==> src/rtl/cfgp_pkg.sv <==
package cfgp_pkg;

    localparam int DW = 8;

    localparam logic [DW-1:0] KEY_ENTER  = 8'h87;
    localparam logic [DW-1:0] KEY_EXIT   = 8'hAA;
    localparam logic [DW-1:0] IDX_LDEV   = 8'h07;
    localparam logic [DW-1:0] IDX_ID_HI  = 8'h20;
    localparam logic [DW-1:0] IDX_ID_LO  = 8'h21;
    localparam logic [DW-1:0] BANK_FIRST = 8'h30;
    localparam logic [DW-1:0] RD_IDLE    = 8'hFF;

    localparam logic [11:0] CHIP_FAMILY = 12'hA23;

    typedef enum logic [1:0] {
        ST_LOCKED = 2'd0,
        ST_ARMED  = 2'd1,
        ST_OPEN   = 2'd2
    } lock_state_t;

    typedef enum logic [2:0] {
        SP_LDEV   = 3'd0,
        SP_ID_HI  = 3'd1,
        SP_ID_LO  = 3'd2,
        SP_GLOBAL = 3'd3,
        SP_BANK   = 3'd4
    } reg_space_t;

    function automatic reg_space_t classify_index(input logic [DW-1:0] idx);
        reg_space_t sp;
        if (idx >= BANK_FIRST)      sp = SP_BANK;
        else if (idx == IDX_LDEV)   sp = SP_LDEV;
        else if (idx == IDX_ID_HI)  sp = SP_ID_HI;
        else if (idx == IDX_ID_LO)  sp = SP_ID_LO;
        else                        sp = SP_GLOBAL;
        return sp;
    endfunction

endpackage

==> src/rtl/cfgp_port_match.sv <==
module cfgp_port_match #(
    parameter int                ADDR_W  = 16,
    parameter logic [ADDR_W-1:0] BASE_LO = 'h2E,
    parameter logic [ADDR_W-1:0] BASE_HI = 'h4E
) (
    input  logic [ADDR_W-1:0] io_addr_i,
    input  logic              strap_hi_i,
    input  logic              io_wr_i,
    input  logic              io_rd_i,
    output logic              wr_idx_o,
    output logic              wr_dat_o,
    output logic              rd_idx_o,
    output logic              rd_dat_o
);

    logic [ADDR_W-1:0] base;
    logic              hit_idx;
    logic              hit_dat;

    always_comb begin
        base     = strap_hi_i ? BASE_HI : BASE_LO;
        hit_idx  = (io_addr_i == base);
        hit_dat  = (io_addr_i == base + ADDR_W'(1));
        wr_idx_o = io_wr_i && hit_idx;
        wr_dat_o = io_wr_i && hit_dat;
        rd_idx_o = io_rd_i && hit_idx;
        rd_dat_o = io_rd_i && hit_dat;
    end

endmodule

==> src/rtl/cfgp_unlock_fsm.sv <==
module cfgp_unlock_fsm
    import cfgp_pkg::*;
(
    input  logic          clk,
    input  logic          rst_n,
    input  logic          wr_idx_i,
    input  logic          wr_dat_i,
    input  logic          rd_idx_i,
    input  logic          rd_dat_i,
    input  logic [DW-1:0] wdata_i,
    output logic          cfg_open_o,
    output logic          idx_load_o,
    output logic          dat_wr_o,
    output logic          dat_rd_o,
    output logic          idx_rd_o
);

    lock_state_t state_q;
    lock_state_t state_d;
    logic        key_in;
    logic        key_out;

    always_comb begin
        key_in  = wr_idx_i && (wdata_i == KEY_ENTER);
        key_out = wr_idx_i && (wdata_i == KEY_EXIT);
    end

    always_comb begin
        state_d = state_q;
        unique case (state_q)
            ST_LOCKED: begin
                if (key_in) state_d = ST_ARMED;
            end
            ST_ARMED: begin
                if (key_in)                    state_d = ST_OPEN;
                else if (wr_idx_i || wr_dat_i) state_d = ST_LOCKED;
            end
            ST_OPEN: begin
                if (key_out) state_d = ST_LOCKED;
            end
            default: state_d = ST_LOCKED;
        endcase
    end

    always_ff @(posedge clk) begin
        if (!rst_n) state_q <= ST_LOCKED;
        else        state_q <= state_d;
    end

    always_comb begin
        cfg_open_o = (state_q == ST_OPEN);
        idx_load_o = cfg_open_o && wr_idx_i && !key_out;
        dat_wr_o   = cfg_open_o && wr_dat_i;
        dat_rd_o   = cfg_open_o && rd_dat_i;
        idx_rd_o   = cfg_open_o && rd_idx_i;
    end

    AST_SECOND_KEY_OPENS: assert property (@(posedge clk) disable iff (!rst_n)
        (state_q == ST_ARMED && key_in) |=> cfg_open_o);
    AST_ARM_ABORT: assert property (@(posedge clk) disable iff (!rst_n)
        (state_q == ST_ARMED && wr_dat_i) |=> (state_q == ST_LOCKED));
    AST_EXIT_LOCKS: assert property (@(posedge clk) disable iff (!rst_n)
        (cfg_open_o && key_out) |=> !cfg_open_o);
    AST_OPEN_NEEDS_KEY: assert property (@(posedge clk) disable iff (!rst_n)
        $rose(cfg_open_o) |-> $past(key_in));

endmodule

==> src/rtl/cfgp_reg_file.sv <==
module cfgp_reg_file
    import cfgp_pkg::*;
(
    input  logic          clk,
    input  logic          rst_n,
    input  logic          idx_load_i,
    input  logic          dat_wr_i,
    input  logic [DW-1:0] wdata_i,
    output logic [DW-1:0] index_o,
    output logic [DW-1:0] ldev_o
);

    logic [DW-1:0] index_q;
    logic [DW-1:0] ldev_q;
    logic          ldev_we;

    always_comb ldev_we = dat_wr_i && (index_q == IDX_LDEV);

    always_ff @(posedge clk) begin
        if (!rst_n) begin
            index_q <= '0;
            ldev_q  <= '0;
        end else begin
            if (idx_load_i) index_q <= wdata_i;
            if (ldev_we)    ldev_q  <= wdata_i;
        end
    end

    always_comb begin
        index_o = index_q;
        ldev_o  = ldev_q;
    end

    AST_LDEV_HOLD: assert property (@(posedge clk) disable iff (!rst_n)
        !(dat_wr_i && index_q == IDX_LDEV) |=> $stable(ldev_q));
    AST_INDEX_HOLD: assert property (@(posedge clk) disable iff (!rst_n)
        !idx_load_i |=> $stable(index_q));

endmodule

==> src/rtl/cfgp_access_unit.sv <==
module cfgp_access_unit
    import cfgp_pkg::*;
#(
    parameter int         NUM_DEV  = 16,
    parameter logic [3:0] CHIP_REV = 4'h2
) (
    input  logic                  clk,
    input  logic                  rst_n,
    input  logic                  cfg_open_i,
    input  logic                  dat_wr_i,
    input  logic                  dat_rd_i,
    input  logic                  idx_rd_i,
    input  logic                  rd_hit_i,
    input  logic [DW-1:0]         index_i,
    input  logic [DW-1:0]         ldev_i,
    input  logic [DW-1:0]         wdata_i,
    input  logic [NUM_DEV*DW-1:0] dev_rdata_i,
    input  logic [DW-1:0]         glb_rdata_i,
    output logic [NUM_DEV-1:0]    dev_wr_stb_o,
    output logic [NUM_DEV-1:0]    dev_rd_stb_o,
    output logic                  glb_wr_stb_o,
    output logic                  glb_rd_stb_o,
    output logic [DW-1:0]         acc_index_o,
    output logic [DW-1:0]         acc_wdata_o,
    output logic [DW-1:0]         rdata_o,
    output logic                  rvld_o
);

    localparam logic [2*DW-1:0] CHIP_ID = {CHIP_FAMILY, CHIP_REV};

    reg_space_t         space;
    logic [NUM_DEV-1:0] dev_hit;
    logic [DW-1:0]      bank_rdata;
    logic [DW-1:0]      reg_rdata;

    logic [NUM_DEV-1:0] dev_wr_q;
    logic [NUM_DEV-1:0] dev_rd_q;
    logic               glb_wr_q;
    logic               glb_rd_q;
    logic [DW-1:0]      acc_index_q;
    logic [DW-1:0]      acc_wdata_q;
    logic [DW-1:0]      rdata_q;
    logic               rvld_q;

    always_comb space = classify_index(index_i);

    generate
        for (genvar g = 0; g < NUM_DEV; g++) begin : g_dev_hit
            assign dev_hit[g] = (ldev_i == DW'(g));
        end
    endgenerate

    always_comb begin
        bank_rdata = RD_IDLE;
        for (int d = 0; d < NUM_DEV; d++) begin
            if (dev_hit[d]) bank_rdata = dev_rdata_i[d*DW +: DW];
        end
    end

    always_comb begin
        unique case (space)
            SP_LDEV:   reg_rdata = ldev_i;
            SP_ID_HI:  reg_rdata = CHIP_ID[2*DW-1:DW];
            SP_ID_LO:  reg_rdata = CHIP_ID[DW-1:0];
            SP_GLOBAL: reg_rdata = glb_rdata_i;
            SP_BANK:   reg_rdata = bank_rdata;
            default:   reg_rdata = RD_IDLE;
        endcase
    end

    always_ff @(posedge clk) begin
        if (!rst_n) begin
            dev_wr_q    <= '0;
            dev_rd_q    <= '0;
            glb_wr_q    <= 1'b0;
            glb_rd_q    <= 1'b0;
            acc_index_q <= '0;
            acc_wdata_q <= '0;
            rdata_q     <= RD_IDLE;
            rvld_q      <= 1'b0;
        end else begin
            dev_wr_q <= (dat_wr_i && space == SP_BANK) ? dev_hit : '0;
            dev_rd_q <= (dat_rd_i && space == SP_BANK) ? dev_hit : '0;
            glb_wr_q <= dat_wr_i && (space == SP_GLOBAL);
            glb_rd_q <= dat_rd_i && (space == SP_GLOBAL);
            if (dat_wr_i || dat_rd_i) acc_index_q <= index_i;
            if (dat_wr_i)             acc_wdata_q <= wdata_i;
            rvld_q <= rd_hit_i;
            if (rd_hit_i) begin
                if (!cfg_open_i)   rdata_q <= RD_IDLE;
                else if (idx_rd_i) rdata_q <= index_i;
                else               rdata_q <= reg_rdata;
            end
        end
    end

    always_comb begin
        dev_wr_stb_o = dev_wr_q;
        dev_rd_stb_o = dev_rd_q;
        glb_wr_stb_o = glb_wr_q;
        glb_rd_stb_o = glb_rd_q;
        acc_index_o  = acc_index_q;
        acc_wdata_o  = acc_wdata_q;
        rdata_o      = rdata_q;
        rvld_o       = rvld_q;
    end

    AST_WR_STB_ONEHOT: assert property (@(posedge clk) disable iff (!rst_n)
        $onehot0({dev_wr_q, glb_wr_q, dev_rd_q, glb_rd_q}));
    AST_WR_STB_CAUSE: assert property (@(posedge clk) disable iff (!rst_n)
        (|dev_wr_q || glb_wr_q) |-> $past(dat_wr_i));
    AST_RD_STB_CAUSE: assert property (@(posedge clk) disable iff (!rst_n)
        (|dev_rd_q || glb_rd_q) |-> $past(dat_rd_i));
    AST_ID_NO_STB: assert property (@(posedge clk) disable iff (!rst_n)
        (dat_wr_i && (space == SP_ID_HI || space == SP_ID_LO)) |=> !(|dev_wr_q || glb_wr_q));

endmodule

==> src/rtl/cfg_port_frontend.sv <==
module cfg_port_frontend
    import cfgp_pkg::*;
#(
    parameter int         ADDR_W   = 16,
    parameter int         NUM_DEV  = 16,
    parameter logic [3:0] CHIP_REV = 4'h2
) (
    input  logic                  clk,
    input  logic                  rst_n,
    input  logic                  strap_hi,
    input  logic [ADDR_W-1:0]     io_addr,
    input  logic                  io_wr,
    input  logic                  io_rd,
    input  logic [DW-1:0]         io_wdata,
    output logic [DW-1:0]         io_rdata,
    output logic                  io_rdata_vld,
    output logic                  cfg_open,
    output logic [DW-1:0]         cfg_index,
    output logic [DW-1:0]         ldev_sel,
    input  logic [NUM_DEV*DW-1:0] dev_rdata,
    input  logic [DW-1:0]         glb_rdata,
    output logic [NUM_DEV-1:0]    dev_wr_stb,
    output logic [NUM_DEV-1:0]    dev_rd_stb,
    output logic                  glb_wr_stb,
    output logic                  glb_rd_stb,
    output logic [DW-1:0]         acc_index,
    output logic [DW-1:0]         acc_wdata
);

    localparam logic [ADDR_W-1:0] BASE_LO = ADDR_W'(16'h002E);
    localparam logic [ADDR_W-1:0] BASE_HI = ADDR_W'(16'h004E);

    logic wr_idx, wr_dat, rd_idx, rd_dat;
    logic idx_load, dat_wr, dat_rd, idx_rd;

    cfgp_port_match #(
        .ADDR_W  (ADDR_W),
        .BASE_LO (BASE_LO),
        .BASE_HI (BASE_HI)
    ) u_match (
        .io_addr_i  (io_addr),
        .strap_hi_i (strap_hi),
        .io_wr_i    (io_wr),
        .io_rd_i    (io_rd),
        .wr_idx_o   (wr_idx),
        .wr_dat_o   (wr_dat),
        .rd_idx_o   (rd_idx),
        .rd_dat_o   (rd_dat)
    );

    cfgp_unlock_fsm u_fsm (
        .clk        (clk),
        .rst_n      (rst_n),
        .wr_idx_i   (wr_idx),
        .wr_dat_i   (wr_dat),
        .rd_idx_i   (rd_idx),
        .rd_dat_i   (rd_dat),
        .wdata_i    (io_wdata),
        .cfg_open_o (cfg_open),
        .idx_load_o (idx_load),
        .dat_wr_o   (dat_wr),
        .dat_rd_o   (dat_rd),
        .idx_rd_o   (idx_rd)
    );

    cfgp_reg_file u_regs (
        .clk        (clk),
        .rst_n      (rst_n),
        .idx_load_i (idx_load),
        .dat_wr_i   (dat_wr),
        .wdata_i    (io_wdata),
        .index_o    (cfg_index),
        .ldev_o     (ldev_sel)
    );

    cfgp_access_unit #(
        .NUM_DEV  (NUM_DEV),
        .CHIP_REV (CHIP_REV)
    ) u_acc (
        .clk          (clk),
        .rst_n        (rst_n),
        .cfg_open_i   (cfg_open),
        .dat_wr_i     (dat_wr),
        .dat_rd_i     (dat_rd),
        .idx_rd_i     (idx_rd),
        .rd_hit_i     (rd_idx || rd_dat),
        .index_i      (cfg_index),
        .ldev_i       (ldev_sel),
        .wdata_i      (io_wdata),
        .dev_rdata_i  (dev_rdata),
        .glb_rdata_i  (glb_rdata),
        .dev_wr_stb_o (dev_wr_stb),
        .dev_rd_stb_o (dev_rd_stb),
        .glb_wr_stb_o (glb_wr_stb),
        .glb_rd_stb_o (glb_rd_stb),
        .acc_index_o  (acc_index),
        .acc_wdata_o  (acc_wdata),
        .rdata_o      (io_rdata),
        .rvld_o       (io_rdata_vld)
    );

    AST_LOCKED_SILENT: assert property (@(posedge clk) disable iff (!rst_n)
        (!cfg_open && wr_dat) |=> !(|dev_wr_stb || glb_wr_stb));
    AST_LOCKED_READ_IDLE: assert property (@(posedge clk) disable iff (!rst_n)
        (!cfg_open && (rd_idx || rd_dat)) |=> (io_rdata_vld && io_rdata == RD_IDLE));
    AST_FOREIGN_NO_VLD: assert property (@(posedge clk) disable iff (!rst_n)
        (!(rd_idx || rd_dat)) |=> !io_rdata_vld);

endmodule

==> config.mk <==
export PLATFORM = sky130hd
export DESIGN_NAME = cfg_port_frontend
export DESIGN_NICKNAME = d
export VERILOG_FILES = /design/src/rtl/cfgp_pkg.sv /design/src/rtl/cfgp_port_match.sv /design/src/rtl/cfgp_unlock_fsm.sv /design/src/rtl/cfgp_reg_file.sv /design/src/rtl/cfgp_access_unit.sv /design/src/rtl/cfg_port_frontend.sv
export SDC_FILE = /design/constraint.sdc
export NUM_CORES = 1
export LEC_CHECK = 0
export BUFFER_PORTS_ARGS = -buffer_cell sky130_fd_sc_hd__buf_4
export CORE_MARGIN = 1.5
export CORE_UTILIZATION = 46
export DETAILED_ROUTE_END_ITERATION = 7
export GPL_TIMING_DRIVEN = 0
export HOLD_SLACK_MARGIN = 0.02
export PLACE_DENSITY = 0.87
export SETUP_SLACK_MARGIN = 0.05
export SYNTH_ARGS = -nofsm -noshare
export SYNTH_HDL_FRONTEND = slang
export SYNTH_SLANG_ARGS = --single-unit
==> constraint.sdc <==
create_clock -name clk -period 2.75 [get_ports clk]
set_clock_uncertainty 0.15 [all_clocks]
set_input_delay 0.1375 -clock clk [delete_from_list [all_inputs] [get_ports clk]]
set_output_delay 0.1375 -clock clk [all_outputs]
set_load 0.02 [all_outputs]
=== After elaboration in Yosys (flattened, before gate mapping) ===
Index checks and enable logic that the tools add are counted.

* Register bits after elaboration: 77
* Bits of input ports: 165
* Output and inout bits: 76
* Word-level logic and storage cells: 99

* Add/sub/neg operators: 1
* Order comparisons: 1
* Equality and inequality tests: 31
* Muxes and demuxes: 29
* Reduce and logical (&&, ||, !) cells: 26

{| class="wikitable"
|+ Operators by type and width
! kind !! count
|-
| $mux 8 || 18
|-
| $eq 8x4->1 const B || 8
|-
| $eq 8x3->1 const B || 5
|-
| $pmux 8 s5 || 1
|-
| $eq 16x16->1 || 2
|-
| $add 16x1->16 const B || 1
|-
| $eq 8x2->1 const B || 2
|-
| $eq 8x6->1 const B || 2
|-
| $eq 8x8->1 const B || 2
|-
| $logic_and 1x1->1 || 16
|-
| $mux 3 || 3
|-
| $eq 8x1->1 const B || 1
|-
| $ge 8x6->1 const B || 1
|-
| $logic_not 8->1 || 1
|-
| $mux 2 || 4
|-
| $mux 7 || 1
|-
| $eq 3x2->1 const B || 2
|-
| $pmux 2 s3 || 1
|-
| $reduce_and 2->1 || 2
|-
| $eq 3x1->1 const B || 1
|-
| $eq 3x3->1 const B || 1
|-
| $logic_not 3->1 || 1
|-
| $logic_or 1x1->1 || 3
|-
| $ne 3x1->1 const B || 1
|-
| other kinds (8) || 8
|}

=== Longest topological paths before layout ===
Gate-level depths: netlist (run 1).

* Word-level depth: 20
* Gate-level depth with buffers: 9
* Gate-level depth less buffers: 7

=== Modules after synthesis ===
Synthesis (run 1) repeated with hierarchy kept, for this count alone.

* Cell total of the unflattened synthesis: 546
* Area total of the unflattened synthesis: 4585.6 µm²

{| class="wikitable"
|+ Modules (own cells, without submodules)
! module !! instances !! cells an instance !! area an instance (µm²) !! seq. area each (µm²)
|-
| cfgp_access_unit || 1 || 446 || 3649.8 || 1181.1
|-
| cfgp_reg_file || 1 || 63 || 640.6 || 320.3
|-
| cfgp_unlock_fsm || 1 || 21 || 181.4 || 40.0
|-
| cfgp_port_match || 1 || 15 || 107.6 || 0.0
|-
| cfg_port_frontend || 1 || 1 || 6.3 || 0.0
|}

=== Least setup slack after synthesis (run 1) ===
OpenSTA, ideal clock, no wires.

* Path kind: reg2reg
* Start point: register u_regs.ldev_q[4], in the netlist u_regs.ldev_o[4]
* End point: register u_acc.rdata_q[5], in the netlist u_acc.rdata_o[5]
* Setup time: 0.120 ns
* Data arrival time: 2.042 ns
* Data required time: 2.480 ns
* Path slack: 0.438 ns
* Cell stages (with the launch flop): 8
* Path buffers: 1
* Period minus slack after synthesis: 2.312 ns
* Path through: dfxtp_1 or4b_4 or2_4 buf_6 o32ai_2 nor2_1 a21boi_1 o31a_1

* Word-level cells in the longest chain between the ends: 20
* Elaborated cells on any way between the ends: 35
* Those cells by class: 15 x eq/ne; 19 x mux; 1 x reduce/logical

{| class="wikitable"
|+ Ends and longest elaborated chain
! element !! line !! text
|-
| from (decl) || cfgp_reg_file.sv:14 || <nowiki>logic [DW-1:0] ldev_q;</nowiki>
|-
| from (signal assigned) || cfgp_reg_file.sv:25 || <nowiki>if (ldev_we) ldev_q <= wdata_i;</nowiki>
|-
| $logic_not 8->1 || cfgp_access_unit.sv:49 || <nowiki>assign dev_hit[g] = (ldev_i == DW'(g));</nowiki>
|-
| $mux 8 (15 in series) || cfgp_access_unit.sv:56 || <nowiki>if (dev_hit[d]) bank_rdata = dev_rdata_i[d*DW +: DW];</nowiki>
|-
| $mux 8 (*) || cfgp_access_unit.sv:56 ||
|-
| $pmux 8 s5 (*) || cfgp_access_unit.sv:61 || <nowiki>unique case (space)</nowiki>
|-
| $mux 8 (*) || cfgp_access_unit.sv:91 || <nowiki>else if (idx_rd_i) rdata_q <= index_i;</nowiki>
|-
| $mux 8 (*) || cfgp_access_unit.sv:90 || <nowiki>if (!cfg_open_i) rdata_q <= RD_IDLE;</nowiki>
|-
| to (signal assigned) || cfgp_access_unit.sv:91 ||
|-
| to (signal assigned) || cfgp_access_unit.sv:92 || <nowiki>else rdata_q <= reg_rdata;</nowiki>
|-
| to (decl) || cfgp_access_unit.sv:42 || <nowiki>logic [DW-1:0] rdata_q;</nowiki>
|}

Every way passes the cells marked *; elsewhere a longest branch is shown, timed or not.
A chain may end at the register's enable or synchronous reset.

=== Worst setup path after layout (run 1) ===
* Start point: register u_regs.ldev_q[4], in the netlist u_regs.ldev_o[4]
* End point: register u_acc.rdata_q[2], in the netlist u_acc.rdata_o[2]

The elaborated chain is that of the path after synthesis.

==> metrics.md, run 1 <==
| Metric | Value |
|---|---|
| PwrDens | 326 nW/um^2 |
| Largest net degree at the start of global routing | 16 |
| Worst path cell trace | or3_1 -> nor3_1 -> nand3_1 -> o21ai_1 -> a2111oi_0 -> o41a_1 |
| Crit path arrival time | 2.75 ns |
| FF-to-FF path depth | 6 |
| Post-route design area | 6800 sq um |
| Critical Path Stages | 6 |
| Total Power | 2.22 mW |
| Final Hold Viols | 0 |
| Top_reg_cell synth | dfxtp_1 |
| Die width | 102 um |
| CP Capture Point | u_acc.rdata_o[2]$_SDFFE_PN1P_ |
| Worst Setup End Kind | register |
| Critical Path Start | u_regs.ldev_o[4]$_SDFFE_PN0P_ |
| Met1 GRT Util | 0.477 |
| Nets@finish | 966 |
| Worst path buffer plus inverter count | 0 |
| Synth Cell Area | 4500 sq um |
| Crit-path leading delay family | simple AND/OR/NAND/NOR gates |
| Worst slew pin tran | 1.00 ns |
| Initial antenna violation count | 0 |
| Max-cap violation count | 0 |
| Mapped Nets | 703 |
| Die height | 102 um |
| Global placer's final weighted congestion | 0.928 |
| Top-area cell type share of the netlist area | 0.343 |
| Slew HR | 0.331 |
| Status | completed |
| Crit-path max cell delay | 0.69 ns |
| Drt total wl | 19500 um |
| CP max stage cell | nor3_1 |
| Clock Sinks | 77 |
| Global-route wire length before repair | 28400 um |
| # setup viols final | 0 |
| Tot GR Track Use | 0.365 |
| Vias per cell | 6.19 |
| Final core utilization | 0.726 |
| Area after DPL | 6460 sq um |
| Warnings from Yosys | 0 |
| Sequential area share after synthesis | 0.343 |
| ANT nets after route | 0 |
| Register Area | 1540 sq um |
| Vias in the first global route | 5379 |
| Distinct cells, synth | 76 |
| Post-synth EDFFs | 0 |
| Peak Freq | 377 MHz |
| Die area | 10400 sq um |
| Initial core utilization | 0.480 |
| Most frequent cells in the layout | 241 x buf_4, 77 x nor2_1, 76 x dfxtp_1 |
| Setup CP Type | register to register |
| Synth top area cells | dfxtp_1 34%, mux2i_1 8.2%, nor2_1 6.4% |
| Number of synthesized register bits | 77 |
| Max Fanout on Critical Path | 6 |
| Commonest non-fill, non-tap cell in the layout | buf_4 |
| Met3 Usage GRT | 0.0670 |
| Worst skew pair latency | 0.36 ns |
| Detailed-route wire length per cell | 20.8 um |
| R2r endpoint | u_acc.rdata_o[2]$_SDFFE_PN1P_ |
| CTS root buf | clkbuf_8 |
| Residual DRC count | 0 |
| Deepest clock path buffer count | 2 |
| Initial drt markers | 557 |
| Setup Fix Bufs, Post-CTS | 0 |
| # port buffers | 240 |
| Clk pin slew, worst setup/hold paths | 0.09 ns |
| R2r setup slk | 0.10 ns |
| Worst IR Drop VDD | 208 uV |
| Leak | 2.95 nW |
| Grt total ovfl | 0 |
| Multi-input combinational cell area | 2800 sq um |
| TritonCTS clock tree | yes |
| Synth area leader | dfxtp_1 |
| FP Rows | 35 |
| WP data required | 2.85 ns |
| Hold Crit Class | input pin to register |
| Num CTS Buffers | 9 |
| Vias | 5791 |
| Met2 GRT Util | 0.594 |
| Ports | 241 |
| R2r startpoint | u_regs.ldev_o[4]$_SDFFE_PN0P_ |
| Critical path launch point type | register |
| CTS H-tree depth | 3 |
| Fillers | 770 |
| Post-Syn Instances | 538 |
| Gr busiest metal | met2 |
| Max-slew violation count | 0 |
| Avg Cell Area, Syn | 8.36 sq um |
| RSZ-0062 raised after global routing | no |
| Async SR Flop Fraction | 0 |
| Hpwl dp | 15000 um |
| Layout cell share with drive strength beyond 1 | 0.391 |
| DRT Pass-1 Iters | 5 |
| Period utilisation layout | 0.963 |
| CORE AREA | 9370 sq um |
| Post-synthesis to final-layout area growth | 51.2% |
| Final min period | 2.65 ns |
timing repair:
action,in CTS,in global routing
cloned,0,0
endpoints found under the setup margin,6,8
resized for setup,6,8
hold endpoints to repair,29,0
hold buffers,12,0
cells by family after synthesis:
logic type             after synthesis  share of synthesized area
muxes                               54                      0.142
AOI/OAI and AO/OA                  134                      0.210
and+or+nand+nor                    232                      0.266
buffers and inverters               41                     0.0392
DFF                                 77                      0.343
cell type report:
cell class                 instances  area share
clock inverter                     7     0.00846
clock buffer                       9      0.0182
tap                              129      0.0237
buffer                            29      0.0210
inverter                          12     0.00662
antenna                            1    0.000368
multi-input combinational        420       0.412
timing repair buffer             252       0.283
sequential                        77       0.227
power breakdown:
group,switching [mW],internal (mW),leakage [nW]
Clock,0.471,0.340,0.0881
Combinational,0.103,0.193,2.24
Sequential,0.000000287,1.11,0.621
Total,0.574,1.65,2.95
layer usage:
metal / part of all wire / vias up
li1: - / 2542
met1: 0.38 / 2651
met2: 0.46 / 513
met3: 0.11 / 85
met4: 0.046 / 0
met5: 0 / -
how the worst min path moves through the flow:
stage,startpoint,slack [ns],to,cells past startpoint
global route,io_wr,0.05,u_fsm.state_q[1]$_SDFFE_PN0P_,4
finish,glb_rdata[0],0.03,u_acc.rdata_o[0]$_SDFFE_PN1P_,3
global placement,io_wdata[7],0.26,u_regs.index_o[7]$_SDFFE_PN0P_,3
detailed placement,io_wdata[1],0.28,u_regs.index_o[1]$_SDFFE_PN0P_,3
floorplan,io_wdata[0],0.13,u_regs.ldev_o[0]$_SDFFE_PN0P_,2
CTS,glb_rdata[0],0.02,u_acc.rdata_o[0]$_SDFFE_PN1P_,3
Yosys cell counts, types with 7 or more instances:
cell / instances
dfxtp_1: 77
nor2_1: 77
nand2_1: 49
mux2i_1: 37
a21oi_1: 30
o21ai_0: 23
clkbuf_1: 15
nor3_1: 14
nand3_1: 12
inv_1: 10
mux2_2: 10
nor2b_1: 10
buf_2: 9
nand2b_1: 9
nand4_1: 9
o211ai_1: 9
mux4_2: 7
nor4_1: 7
registers in the layout, indices dropped and copies added (netlist names):
signal / flops
u_acc.dev_rd_stb_o: 16
u_regs.ldev_o: 8
u_acc.glb_rd_stb_o: 1
u_fsm.state_q: 2
u_acc.dev_wr_stb_o: 16
u_acc.acc_wdata_o: 8
u_acc.rvld_o: 1
u_acc.acc_index_o: 8
u_acc.glb_wr_stb_o: 1
u_regs.index_o: 8
u_acc.rdata_o: 8
worst register-to-register path: stages (launching register included):
cell and delay, ns:
dfxtp_1 0.42, or3_1 0.53, nor3_1 0.69, nand3_1 0.16
o21ai_1 0.11, a2111oi_0 0.09, o41a_1 0.39
metrics by stage:
| stage | std cells | worst slack [ns] | hold slack [ns] | TNS (ns) |
|---|---|---|---|---|
| 6_report | 936 | 0.101 | 0.0290 | 0 |
| 5_1_grt | 935 | 0.0507 | 0.0458 | 0 |
| 4_1_cts | 935 | 0.0678 | 0.0224 | 0 |
| 3_5_place_dp | 907 | -0.181 | 0.278 | -0.517 |
| 3_3_place_gp | 907 | -0.142 | 0.263 | -0.332 |
| 2_1_floorplan | 538 | 0.438 | 0.128 | 0 |
No activity file was read; power rests on OpenSTA's default activity.
==> inputs of run 2 (changes only) <==
--- a/config.mk
+++ b/config.mk
@@ -7,11 +7,11 @@
 export LEC_CHECK = 0
 export BUFFER_PORTS_ARGS = -buffer_cell sky130_fd_sc_hd__buf_4
 export CORE_MARGIN = 1.5
-export CORE_UTILIZATION = 46
+export CORE_UTILIZATION = 41
 export DETAILED_ROUTE_END_ITERATION = 7
 export GPL_TIMING_DRIVEN = 0
 export HOLD_SLACK_MARGIN = 0.02
-export PLACE_DENSITY = 0.87
+export PLACE_DENSITY = 0.82
 export SETUP_SLACK_MARGIN = 0.05
 export SYNTH_ARGS = -nofsm -noshare
 export SYNTH_HDL_FRONTEND = slang
==> constraint.sdc (replaced) <==
create_clock -name clk -period 2.43 [get_ports clk]
set_clock_uncertainty 0.15 [all_clocks]
set_input_delay 0.1215 -clock clk [delete_from_list [all_inputs] [get_ports clk]]
set_output_delay 0.1215 -clock clk [all_outputs]
set_load 0.02 [all_outputs]
==> metrics.md, run 2 (synthesis gave the netlist of run 1 again) <==
| Metric | Value |
|---|---|
| Layout cell share with drive strength beyond 1 | 0.426 (+0.0351) |
| Hpwl dp | 15500 um (+2.8%) |
| # diodes | 0 (-1) |
| PwrDens | 376 nW/um^2 (+15%) |
| Commonest non-fill, non-tap cell in the layout | buf_4 |
| Global placer's final weighted congestion | 0.955 (+2.9%) |
| Final core utilization | 0.663 (-0.0629) |
| Vias in the first global route | 5512 (+2.5%) |
| Reg power frac | 0.469 (-0.033) |
| Initial antenna violation count | 0 (unchanged) |
| Final hold slack | 0.0404 ns (+0.0114 ns) |
| CTS root buf | clkbuf_8 |
| Worst path cell trace | or4b_4 -> or2_4 -> buf_12 -> o32ai_4 -> nor2_2 -> o311a_1 -> o31a_1 |
| Critical path launch point type | register |
| Worst slew pin tran | 0.956 ns (-0.0439 ns) |
| Worst IR Drop VDD | 288 uV (+38%) |
| Post-synthesis to final-layout area growth | 58.4% |
| Nets@finish | 977 (+1.1%) |
| Crit path arrival time | 2.54 ns (-0.21 ns) |
| Vias per cell | 5.96 (-3.7%) |
| Initial drt markers | 498 (-11%) |
| Grt total ovfl | 0 (unchanged) |
| Slew HR | 0.360 (+0.0294) |
| Largest net degree at the start of global routing | 14 (-2) |
| Ports | 241 (unchanged) |
| Status | completed |
| FF-to-FF path depth | 7 (+1) |
| Final Hold Viols | 0 (unchanged) |
| Clock Sinks | 77 (unchanged) |
| Detailed-route wire length per cell | 21.2 um (+2.0%) |
| Final min period | 2.42 ns (-0.225 ns) |
| Worst skew pair latency | 0.37 ns (about the same) |
| Dpl cells | 918 (+1.2%) |
| Setup CP Type | register to register |
| Setup ws final | 0.00574 ns (-0.0951 ns) |
| Die width | 108 um (+5.7%) |
| Internal Power | 2.04 mW (+24%) |
| Global-route wire length before repair | 30000 um (+5.7%) |
| Residual DRC count | 0 (unchanged) |
| Crit-path max cell delay | 0.60 ns (-0.09 ns) |
| Num CTS Buffers | 9 (unchanged) |
| FP Rows | 38 (+8.6%) |
| Clk pin slew, worst setup/hold paths | 0.09 ns (about the same) |
| RSZ-0062 raised after global routing | yes |
| CTS H-tree depth | 3 (unchanged) |
| Max-cap violation count | 0 (unchanged) |
| TritonCTS clock tree | yes |
| Period utilisation layout | 0.998 (+0.0343) |
| Clk network pwr share | 0.400 (+0.035) |
| CP max stage cell | or4b_4 |
| Hold Crit Class | input pin to register |
| Total Power | 2.68 mW (+21%) |
| DRT Pass-1 Iters | 5 (unchanged) |
| Tot GR Track Use | 0.343 (-0.0219) |
| Worst path buffer plus inverter count | 1 (+1) |
| Max-slew violation count | 0 (unchanged) |
| Peak Freq | 412 MHz (+9.3%) |
| WP data required | 2.55 ns (-0.30 ns) |
| Max Fanout on Critical Path | 10 (+4) |
| Drt total wl | 20300 um (+4.2%) |
| CORE AREA | 10700 sq um (+15%) |
| # port buffers | 240 (unchanged) |
| Combinational share of power | 0.131 (-0.002) |
| Sw Share | 0.237 (-0.0210) |
| Deepest clock path buffer count | 2 (unchanged) |
| Die area | 11600 sq um (+12%) |
| Critical Path Stages | 7 (+1) |
| Crit-path leading delay family | simple AND/OR/NAND/NOR gates |
| Initial core utilization | 0.419 (-0.0614) |
| Hold Path Stages | 4 (+1) |
| Fin cells | 957 (+2.2%) |
| Pre-CTS WS | -0.464 ns (-0.283 ns) |
| ANT nets after route | 0 (unchanged) |
| Most frequent cells in the layout | 251 x buf_4, 74 x nor2_1, 70 x dfxtp_1 |
| Vias | 5703 (-1.5%) |
| Worst Setup End Kind | register |
| NetSw | 636 uW (+11%) |
| # setup viols final | 0 (unchanged) |
| Leak | 3.07 nW (+4.0%) |
| Die height | 108 um (+5.7%) |
run 2: cell count changes in the layout (fill, tap and decap cells not counted), sizes merged:
cell	change
buf	+6
clkbuf	+4
dlygate4sd3	+4
clkinv	-2
inv	-2
bufinv	+1
diode	-1
run 2: worst register-to-register path: cells and delay by family, from the launching register on:
| kind | cells | cell delay (ns) |
|---|---|---|
| AO/OA/AOI/OAI | 3 | 0.65 |
| flip-flops | 1 | 0.36 |
| buffers and inverters | 1 | 0.16 |
| AND/OR/NAND/NOR | 3 | 1.00 |
run 2: area by class of cell:
| type | instances | area, sq um |
|---|---|---|
| buffer | 29 | 189 |
| clock buffer | 12 | 165 |
| clock inverter | 4 | 53.8 |
| fill | 922 | 3620 |
| inverter | 12 | 46.3 |
| multi-input combinational | 420 | 2920 |
| sequential | 77 | 1560 |
| tap | 140 | 175 |
| timing repair buffer | 263 | 2010 |
run 2: worst paths after layout:
path / from / slack [ns] / end
max reg2reg: u_regs.ldev_o[6]$_SDFFE_PN0P_ / 0.006 / u_acc.rdata_o[5]$_SDFFE_PN1P_
min reg2reg: u_fsm.state_q[1]$_SDFFE_PN0P_ / 0.33 / u_fsm.state_q[0]$_SDFFE_PN0P_
max: u_regs.ldev_o[6]$_SDFFE_PN0P_ / 0.006 / u_acc.rdata_o[5]$_SDFFE_PN1P_
min: dev_rdata[107] / 0.04 / u_acc.rdata_o[3]$_SDFFE_PN1P_
run 2: what timing repair did:
action	in CTS	in global routing
buffers inserted	0	7
pin swaps	3	5
hold buffers	16	0
resized for setup	32	38
setup endpoints to repair	9	20
hold endpoints to repair	31	0
run 2: power groups by stage:
stage | clock network (mW) | registers, mW | logic [mW]
floorplan | 0 | 1.29 | 0.0639
global placement | 0 | 1.29 | 0.316
detailed placement | 0 | 1.29 | 0.320
CTS | 1.06 | 1.26 | 0.344
global route | 1.12 | 1.26 | 0.368
finish | 1.07 | 1.26 | 0.352
run 2: per-layer routing:
layer  vias to the layer above  wire length, um  global-route usage
met5                         -                0                   0
met4                         0              560               0.117
met3                        43             1810              0.0448
met2                       385            10200               0.603
met1                      2719             7760               0.429
li1                       2556                -                   -
run 2: per-stage QoR:
step | TNS (ns) | instance area, sq um
6_report | 0 | 7120
5_1_grt | -0.0200 | 7120
4_1_cts | 0 | 6950
3_5_place_dp | -2.95 | 6470
3_3_place_gp | -2.71 | 6470
2_1_floorplan | 0 | 4500
